## src/rtl/spi_dp_pkg.sv

```systemverilog
package spi_dp_pkg;
  localparam int unsigned WORD_W_DEF = 16;
  localparam int unsigned CNT_W_DEF  = 4;

  // width of a tally able to hold the value n
  function automatic int unsigned tally_width(input int unsigned n);
    return $clog2(n + 1);
  endfunction
endpackage

```

## src/rtl/spi_sclk_gen.sv

```systemverilog
module spi_sclk_gen (
  input  logic clk,
  input  logic rst_n,
  input  logic tick,
  input  logic run,
  output logic sclk,
  output logic fall_evt
);
  logic sclk_q;

  always_ff @(posedge clk or negedge rst_n) begin
    if (!rst_n)       sclk_q <= 1'b0;
    else if (!run)    sclk_q <= 1'b0;
    else if (tick)    sclk_q <= ~sclk_q;
  end

  // a falling edge is about to happen on this clock edge
  assign fall_evt = run & tick & sclk_q;
  assign sclk     = sclk_q;

  p_sclk_idle_r3: assert property (@(posedge clk) disable iff (!rst_n)
    !run |=> !sclk_q);

  p_sclk_toggle_r3: assert property (@(posedge clk) disable iff (!rst_n)
    run && tick |=> sclk_q != $past(sclk_q));
endmodule

```

## src/rtl/spi_shift_unit.sv

```systemverilog
module spi_shift_unit #(
  parameter int unsigned WORD_W = spi_dp_pkg::WORD_W_DEF
) (
  input  logic              clk,
  input  logic              rst_n,
  input  logic              load_en,
  input  logic [WORD_W-1:0] load_word,
  input  logic              fall_evt,
  input  logic              miso,
  output logic              mosi,
  output logic [WORD_W-1:0] rx_shift,
  output logic              full
);
  localparam int unsigned TALLY_W = spi_dp_pkg::tally_width(WORD_W);
  localparam logic [TALLY_W-1:0] TALLY_MAX = TALLY_W'(WORD_W);

  logic [WORD_W-1:0]  tx_q;
  logic [WORD_W-1:0]  rx_q;
  logic [TALLY_W-1:0] tally_q;

  always_ff @(posedge clk or negedge rst_n) begin
    if (!rst_n) begin
      tx_q    <= '0;
      rx_q    <= '0;
      tally_q <= TALLY_MAX;   // nothing to shift until a load
    end else if (load_en) begin
      tx_q    <= load_word;
      tally_q <= '0;
    end else if (fall_evt) begin
      rx_q    <= {rx_q[WORD_W-2:0], miso};
      tx_q    <= {tx_q[WORD_W-2:0], 1'b0};
      tally_q <= tally_q + 1'b1;
    end
  end

  assign mosi     = tx_q[WORD_W-1];
  assign rx_shift = rx_q;
  assign full     = (tally_q == TALLY_MAX);

  p_mosi_hold_r4: assert property (@(posedge clk) disable iff (!rst_n)
    !load_en && !fall_evt |=> mosi == $past(mosi));

  p_load_msb_r2: assert property (@(posedge clk) disable iff (!rst_n)
    load_en |=> mosi == $past(load_word[WORD_W-1]));

  p_tally_bound_r6: assert property (@(posedge clk) disable iff (!rst_n)
    1'b1 |-> tally_q <= TALLY_MAX);
endmodule

```

## src/rtl/spi_bit_counter.sv

```systemverilog
module spi_bit_counter #(
  parameter int unsigned CNT_W = spi_dp_pkg::CNT_W_DEF
) (
  input  logic             clk,
  input  logic             rst_n,
  input  logic             cnt_en,
  input  logic             cnt_clr,
  input  logic             step,
  output logic [CNT_W-1:0] count
);
  logic [CNT_W-1:0] cnt_q;

  always_ff @(posedge clk or negedge rst_n) begin
    if (!rst_n)               cnt_q <= '0;
    else if (cnt_clr)         cnt_q <= '0;
    else if (cnt_en && step)  cnt_q <= cnt_q + 1'b1;
  end

  assign count = cnt_q;

  p_clr_wins_r8: assert property (@(posedge clk) disable iff (!rst_n)
    cnt_clr |=> cnt_q == '0);

  p_count_step_r7: assert property (@(posedge clk) disable iff (!rst_n)
    cnt_en && step && !cnt_clr |=> cnt_q == CNT_W'($past(cnt_q) + 1'b1));

  p_count_hold_r7: assert property (@(posedge clk) disable iff (!rst_n)
    !(cnt_en && step) && !cnt_clr |=> cnt_q == $past(cnt_q));
endmodule

```

## src/rtl/spi_shift_datapath.sv

```systemverilog
module spi_shift_datapath #(
  parameter int unsigned WORD_W = spi_dp_pkg::WORD_W_DEF,
  parameter int unsigned CNT_W  = spi_dp_pkg::CNT_W_DEF
) (
  input  logic              clk,
  input  logic              rst_n,
  input  logic              tick,
  input  logic              load_en,
  input  logic              shift_en,
  input  logic              cnt_en,
  input  logic              cnt_clr,
  input  logic              finish,
  input  logic [WORD_W-1:0] tx_data,
  input  logic              miso,
  output logic              sclk,
  output logic              mosi,
  output logic [CNT_W-1:0]  bit_cnt,
  output logic [WORD_W-1:0] rx_data,
  output logic              done
);
  logic              fall_evt;
  logic              full;
  logic              run;
  logic [WORD_W-1:0] rx_shift;
  logic [WORD_W-1:0] rx_word_q;
  logic              done_q;

  // clocking stops by itself once the loaded word is exhausted
  assign run = shift_en & ~full & ~load_en;

  spi_sclk_gen u_sclk (
    .clk      (clk),
    .rst_n    (rst_n),
    .tick     (tick),
    .run      (run),
    .sclk     (sclk),
    .fall_evt (fall_evt)
  );

  spi_shift_unit #(.WORD_W(WORD_W)) u_shift (
    .clk       (clk),
    .rst_n     (rst_n),
    .load_en   (load_en),
    .load_word (tx_data),
    .fall_evt  (fall_evt),
    .miso      (miso),
    .mosi      (mosi),
    .rx_shift  (rx_shift),
    .full      (full)
  );

  spi_bit_counter #(.CNT_W(CNT_W)) u_cnt (
    .clk     (clk),
    .rst_n   (rst_n),
    .cnt_en  (cnt_en),
    .cnt_clr (cnt_clr),
    .step    (fall_evt),
    .count   (bit_cnt)
  );

  always_ff @(posedge clk or negedge rst_n) begin
    if (!rst_n) begin
      rx_word_q <= '0;
      done_q    <= 1'b0;
    end else begin
      done_q <= finish;
      if (finish) rx_word_q <= rx_shift;
    end
  end

  assign rx_data = rx_word_q;
  assign done    = done_q;

  p_done_word_r10: assert property (@(posedge clk) disable iff (!rst_n)
    finish |=> done && rx_data == $past(rx_shift));

  p_rx_hold_r10: assert property (@(posedge clk) disable iff (!rst_n)
    !finish |=> !done && $stable(rx_data));

  p_no_clock_when_full_r6: assert property (@(posedge clk) disable iff (!rst_n)
    full |-> !fall_evt);
endmodule

```

## config.mk

```make
export PLATFORM = sky130hd
export DESIGN_NAME = spi_shift_datapath
export DESIGN_NICKNAME = d
export VERILOG_FILES = /design/src/rtl/spi_dp_pkg.sv /design/src/rtl/spi_sclk_gen.sv /design/src/rtl/spi_shift_unit.sv /design/src/rtl/spi_bit_counter.sv /design/src/rtl/spi_shift_datapath.sv
export SDC_FILE = /design/constraint.sdc
export NUM_CORES = 1
export LEC_CHECK = 0
export ABC_CLOCK_PERIOD_IN_PS = 1650
export BUFFER_PORTS_ARGS = -buffer_cell sky130_fd_sc_hd__buf_2
export CELL_PAD_IN_SITES_DETAIL_PLACEMENT = 0
export CELL_PAD_IN_SITES_GLOBAL_PLACEMENT = 1
export CORE_UTILIZATION = 39
export DETAILED_ROUTE_END_ITERATION = 6
export PLACE_DENSITY = 0.75
export SYNTH_ARGS = -nofsm -noshare
export SYNTH_HDL_FRONTEND = slang
export SYNTH_SLANG_ARGS = --single-unit
```

## constraint.sdc

```tcl
create_clock -name clk -period 1.65 [get_ports clk]
set_input_delay 0.33 -clock clk [delete_from_list [all_inputs] [get_ports clk]]
set_output_delay 0.33 -clock clk [all_outputs]
set_load 0.01 [all_outputs]
```

==> results_tabular.tex <==
\begin{tabular}{lr}
\hline
Metric & Value \\
\hline
\multicolumn{2}{l}{\textbf{Finish}} \\
Fin nets & 300 \\
Area grow syn2layout & 24.7\% \\
Share of post-route cells with drive strength above 1 & 0.412 \\
Antenna diode count & 0 \\
Number of inserted filler cells in the final layout & 592 \\
\multicolumn{2}{l}{\textbf{Routing}} \\
Average routed wire per standard cell & 14.2 µm \\
DR pass1 iterations & 6 \\
Post-detailed-routing wire length & 5020 µm \\
Number of design rule violations left after detail routing & 2 \\
Initial detailed-routing violation count & 101 \\
Vias post-DR & 1791 \\
DRT antenna net count & 0 \\
Via/cell ratio & 5.06 \\
\multicolumn{2}{l}{\textbf{STA}} \\
Endpoints failing setup & 0 \\
Final setup slack of the worst path & 0.0535 ns \\
Slew @ Worst Pin & 0.414 ns \\
Period minus WS final & 1.60 ns \\
Relative slew margins & 0.724 \\
RSZ-0062 raised after global routing & no \\
Count of endpoints failing hold in the final timing report & 0 \\
Final worst clock skew & 0.00555 ns \\
Share of the clock period used by the worst path after layout & 0.968 \\
Fmax & 0.626 GHz \\
Slew Viols, Final & 0 \\
\multicolumn{2}{l}{\textbf{Global route}} \\
Total gr overflow & 0 \\
Via count of the first global-routing pass & 1746 \\
First-pass GRT wire length & 8520 µm \\
Maximum number of pins on one net before global-route repair & 26 \\
GRT Overall Usage & 0.156 \\
Number of antenna violations at the first check in global routing & 0 \\
\multicolumn{2}{l}{\textbf{Yosys}} \\
Fraction of the yosys area taken by sequential cells & 0.578 \\
Post-Synthesis Cell Area & 2560 µm² \\
Synthesis warning total & 0 \\
Post-synthesis average cell area & 12.0 µm² \\
Synth Register Bits & 59 \\
Net count of the mapped netlist & 242 \\
Number of synthesized flops with an enable pin & 0 \\
Instance count of the mapped netlist & 214 \\
Top flip-flop cell by instance count after synthesis & dfrtp\_1 \\
Share of synthesized flip-flops with an asynchronous set or reset & 1.00 \\
Synth cell types & 31 \\
\multicolumn{2}{l}{\textbf{Pwr}} \\
Total chip power & 3170 µW \\
Leak & 0.00159 µW \\
Power density over the cells & 993 nW/µm² \\
Worst VDD drop & 0.000461 V \\
\multicolumn{2}{l}{\textbf{Die}} \\
Core Rows & 29 \\
Die footprint & 6890 µm² \\
Top Ports & 48 \\
Area inside the core boundary & 6350 µm² \\
Initial Utilization & 0.403 \\
Vertical die dimension & 83.0 µm \\
Die span in x & 83.0 µm \\
\multicolumn{2}{l}{\textbf{Clock tree}} \\
H-tree lvl count & 3 \\
Maximum root-to-sink buffer count & 2 \\
Worst-skew pair later-pin latency & 0.33 ns \\
Clock buffers created by TritonCTS & 9 \\
Clock slew seen by the registers of the worst setup and hold paths & 0.07 ns \\
Clock tree from TritonCTS & built \\
Buffer type at the clock tree root & clkbuf\_8 \\
TritonCTS Sinks & 59 \\
\multicolumn{2}{l}{\textbf{Worst setup path}} \\
Largest fanout on the critical path & 17 \\
Register-to-register setup slack & 0.05 ns \\
Number of cells on the worst reg-to-reg path & 6 \\
Worst r2r src & u\_shift.tally\_q[0] \\
Worst Path Required & 1.87 ns \\
Endpoint kind of the worst setup timing path & flop \\
FF-to-FF End & u\_shift.rx\_shift[9] \\
Critical path data arrival time & 1.81 ns \\
Type of the worst setup path & reg -> reg \\
CP startpoint kind & flop \\
\multicolumn{2}{l}{\textbf{Worst hold path}} \\
Startpoint of the worst hold path & cnt\_clr \\
Hold WC Path Type & in -> reg \\
Worst Hold Depth & 2 \\
Terminating pin of the worst hold path & u\_cnt.count[0] \\
\multicolumn{2}{l}{\textbf{Job}} \\
Max-Cap Viols & 0 \\
\multicolumn{2}{l}{\textbf{Placed design}} \\
Routability congestion estimate from global placement & 0.737 \\
HPWL after detailed placement & 3370 µm \\
Minimum setup slack after placement & -0.0556 ns \\
Input/output buffers & 47 \\
\multicolumn{2}{l}{\textbf{Status}} \\
Run status & complete, but fails checks \\
Failing checks & design-rule violations \\
\hline
\end{tabular}
what timing repair did:
| item | 4_1_cts | 5_1_grt |
|---|---|---|
| setup buffers | 0 | 1 |
| hold buffers | 1 | 0 |
| hold endpoints to repair | 14 | 0 |
| setup endpoints to repair | 31 | 8 |
| resized for setup | 5 | 7 |
| pin swaps | 0 | 1 |
state kept, by name (all words and copies together), names as in the netlist:
signal / count
u_sclk.sclk: 1
done: 1
u_shift.tx_q: 16
u_shift.rx_shift: 16
u_cnt.count: 4
u_shift.tally_q: 5
rx_data: 16
logic make-up after synthesis:
group	after synthesis	synth area share
and+or+nand+nor	53	0.109
buffers and inverters	34	0.0568
adders and majority gates	3	0.0147
muxes	35	0.154
AOI/OAI and AO/OA	29	0.0842
DFF	59	0.578
xor gates and xnor gates	1	0.00343
where the power goes:
group | internal [µW] | switching (µW) | leakage [µW]
Sequential | 1510 | 35.8 | 0.000785
Combinational | 104 | 115 | 0.000704
Clock | 846 | 557 | 0.000103
synthesized netlist by cell type, types with 2 or more instances:
cell,number,share of area
a21oi_1,5,0.0098
buf_2,5,0.0098
clkbuf_1,7,0.010
dfrtp_1,58,0.57
ha_1,3,0.015
inv_1,19,0.028
mux2_2,35,0.15
nand2_1,17,0.025
nand3_1,17,0.033
nand4_1,3,0.0073
nor2_1,4,0.0059
nor2b_1,3,0.0073
o21ai_0,4,0.0078
o311ai_0,14,0.048
o31ai_1,3,0.0088
or4_1,2,0.0059
worst max-delay path, stage by stage (launching register included):
cell,delay (ns)
dfrtp_1,0.35
inv_1,0.06
ha_1,0.20
and4bb_4,0.24
nor2_4,0.12
buf_12,0.17
mux2_2,0.34
layer usage:
metal | vias up | GRT usage | share of wire
li1 | 883 | - | -
met5 | - | 0 | 0
met4 | 0 | 0.0658 | 0.014
met2 | 36 | 0.231 | 0.45
met1 | 867 | 0.214 | 0.49
met3 | 5 | 0.0437 | 0.037
worst max path at each step:
| stage | start | end | slack, ns | cells after the start |
|---|---|---|---|---|
| 5_1_grt | u_shift.tally_q[0] | u_shift.rx_shift[2] | 0.01 | 6 |
| 6_report | u_shift.tally_q[0] | u_shift.rx_shift[9] | 0.05 | 6 |
| 4_1_cts | u_shift.tally_q[0] | u_shift.tx_q[1] | 0.02 | 6 |
| 3_5_place_dp | u_shift.tally_q[0] | u_shift.tx_q[2] | -0.06 | 6 |
| 3_3_place_gp | u_shift.tally_q[0] | u_shift.rx_shift[0] | -0.02 | 6 |
| 2_1_floorplan | u_shift.tally_q[0] | u_cnt.count[3] | 0.003 | 6 |
stage by stage:
step / utilization / TNS (ns) / cells / hold slack, ns / instance area, µm²
after floorplan: - / 0 / 214 / 0.0344 / 2560
after global placement: 0.465 / -0.318 / 336 / 0.285 / 2950
after detailed placement: 0.465 / -0.797 / 336 / 0.286 / 2950
after CTS: 0.501 / 0 / 353 / 0.195 / 3180
after global routing: 0.502 / 0 / 354 / 0.202 / 3190
final: 0.502 / 0 / 354 / 0.213 / 3190
placed cells by master, fill, tap and decap left out, types with 5 or more instances in the layout:
cell,count
a21oi_1,5
buf_2,47
buf_4,11
clkbuf_8,9
dfrtp_1,58
inv_1,19
mux2_2,35
nand2_1,17
nand3_1,17
o311ai_0,5
o311ai_1,10
final cells by class:
cell class              count  area [µm²]  area share
clock inverters             5        77.6      0.0243
repair buffers             62         388       0.122
multi-input cells         121         946       0.297
inverters                  19        71.3      0.0224
flip-flops and latches     59        1480       0.464
clock buffers              11         131      0.0412
well taps                  77        96.3      0.0302
(Power assumes the default switching activity.)
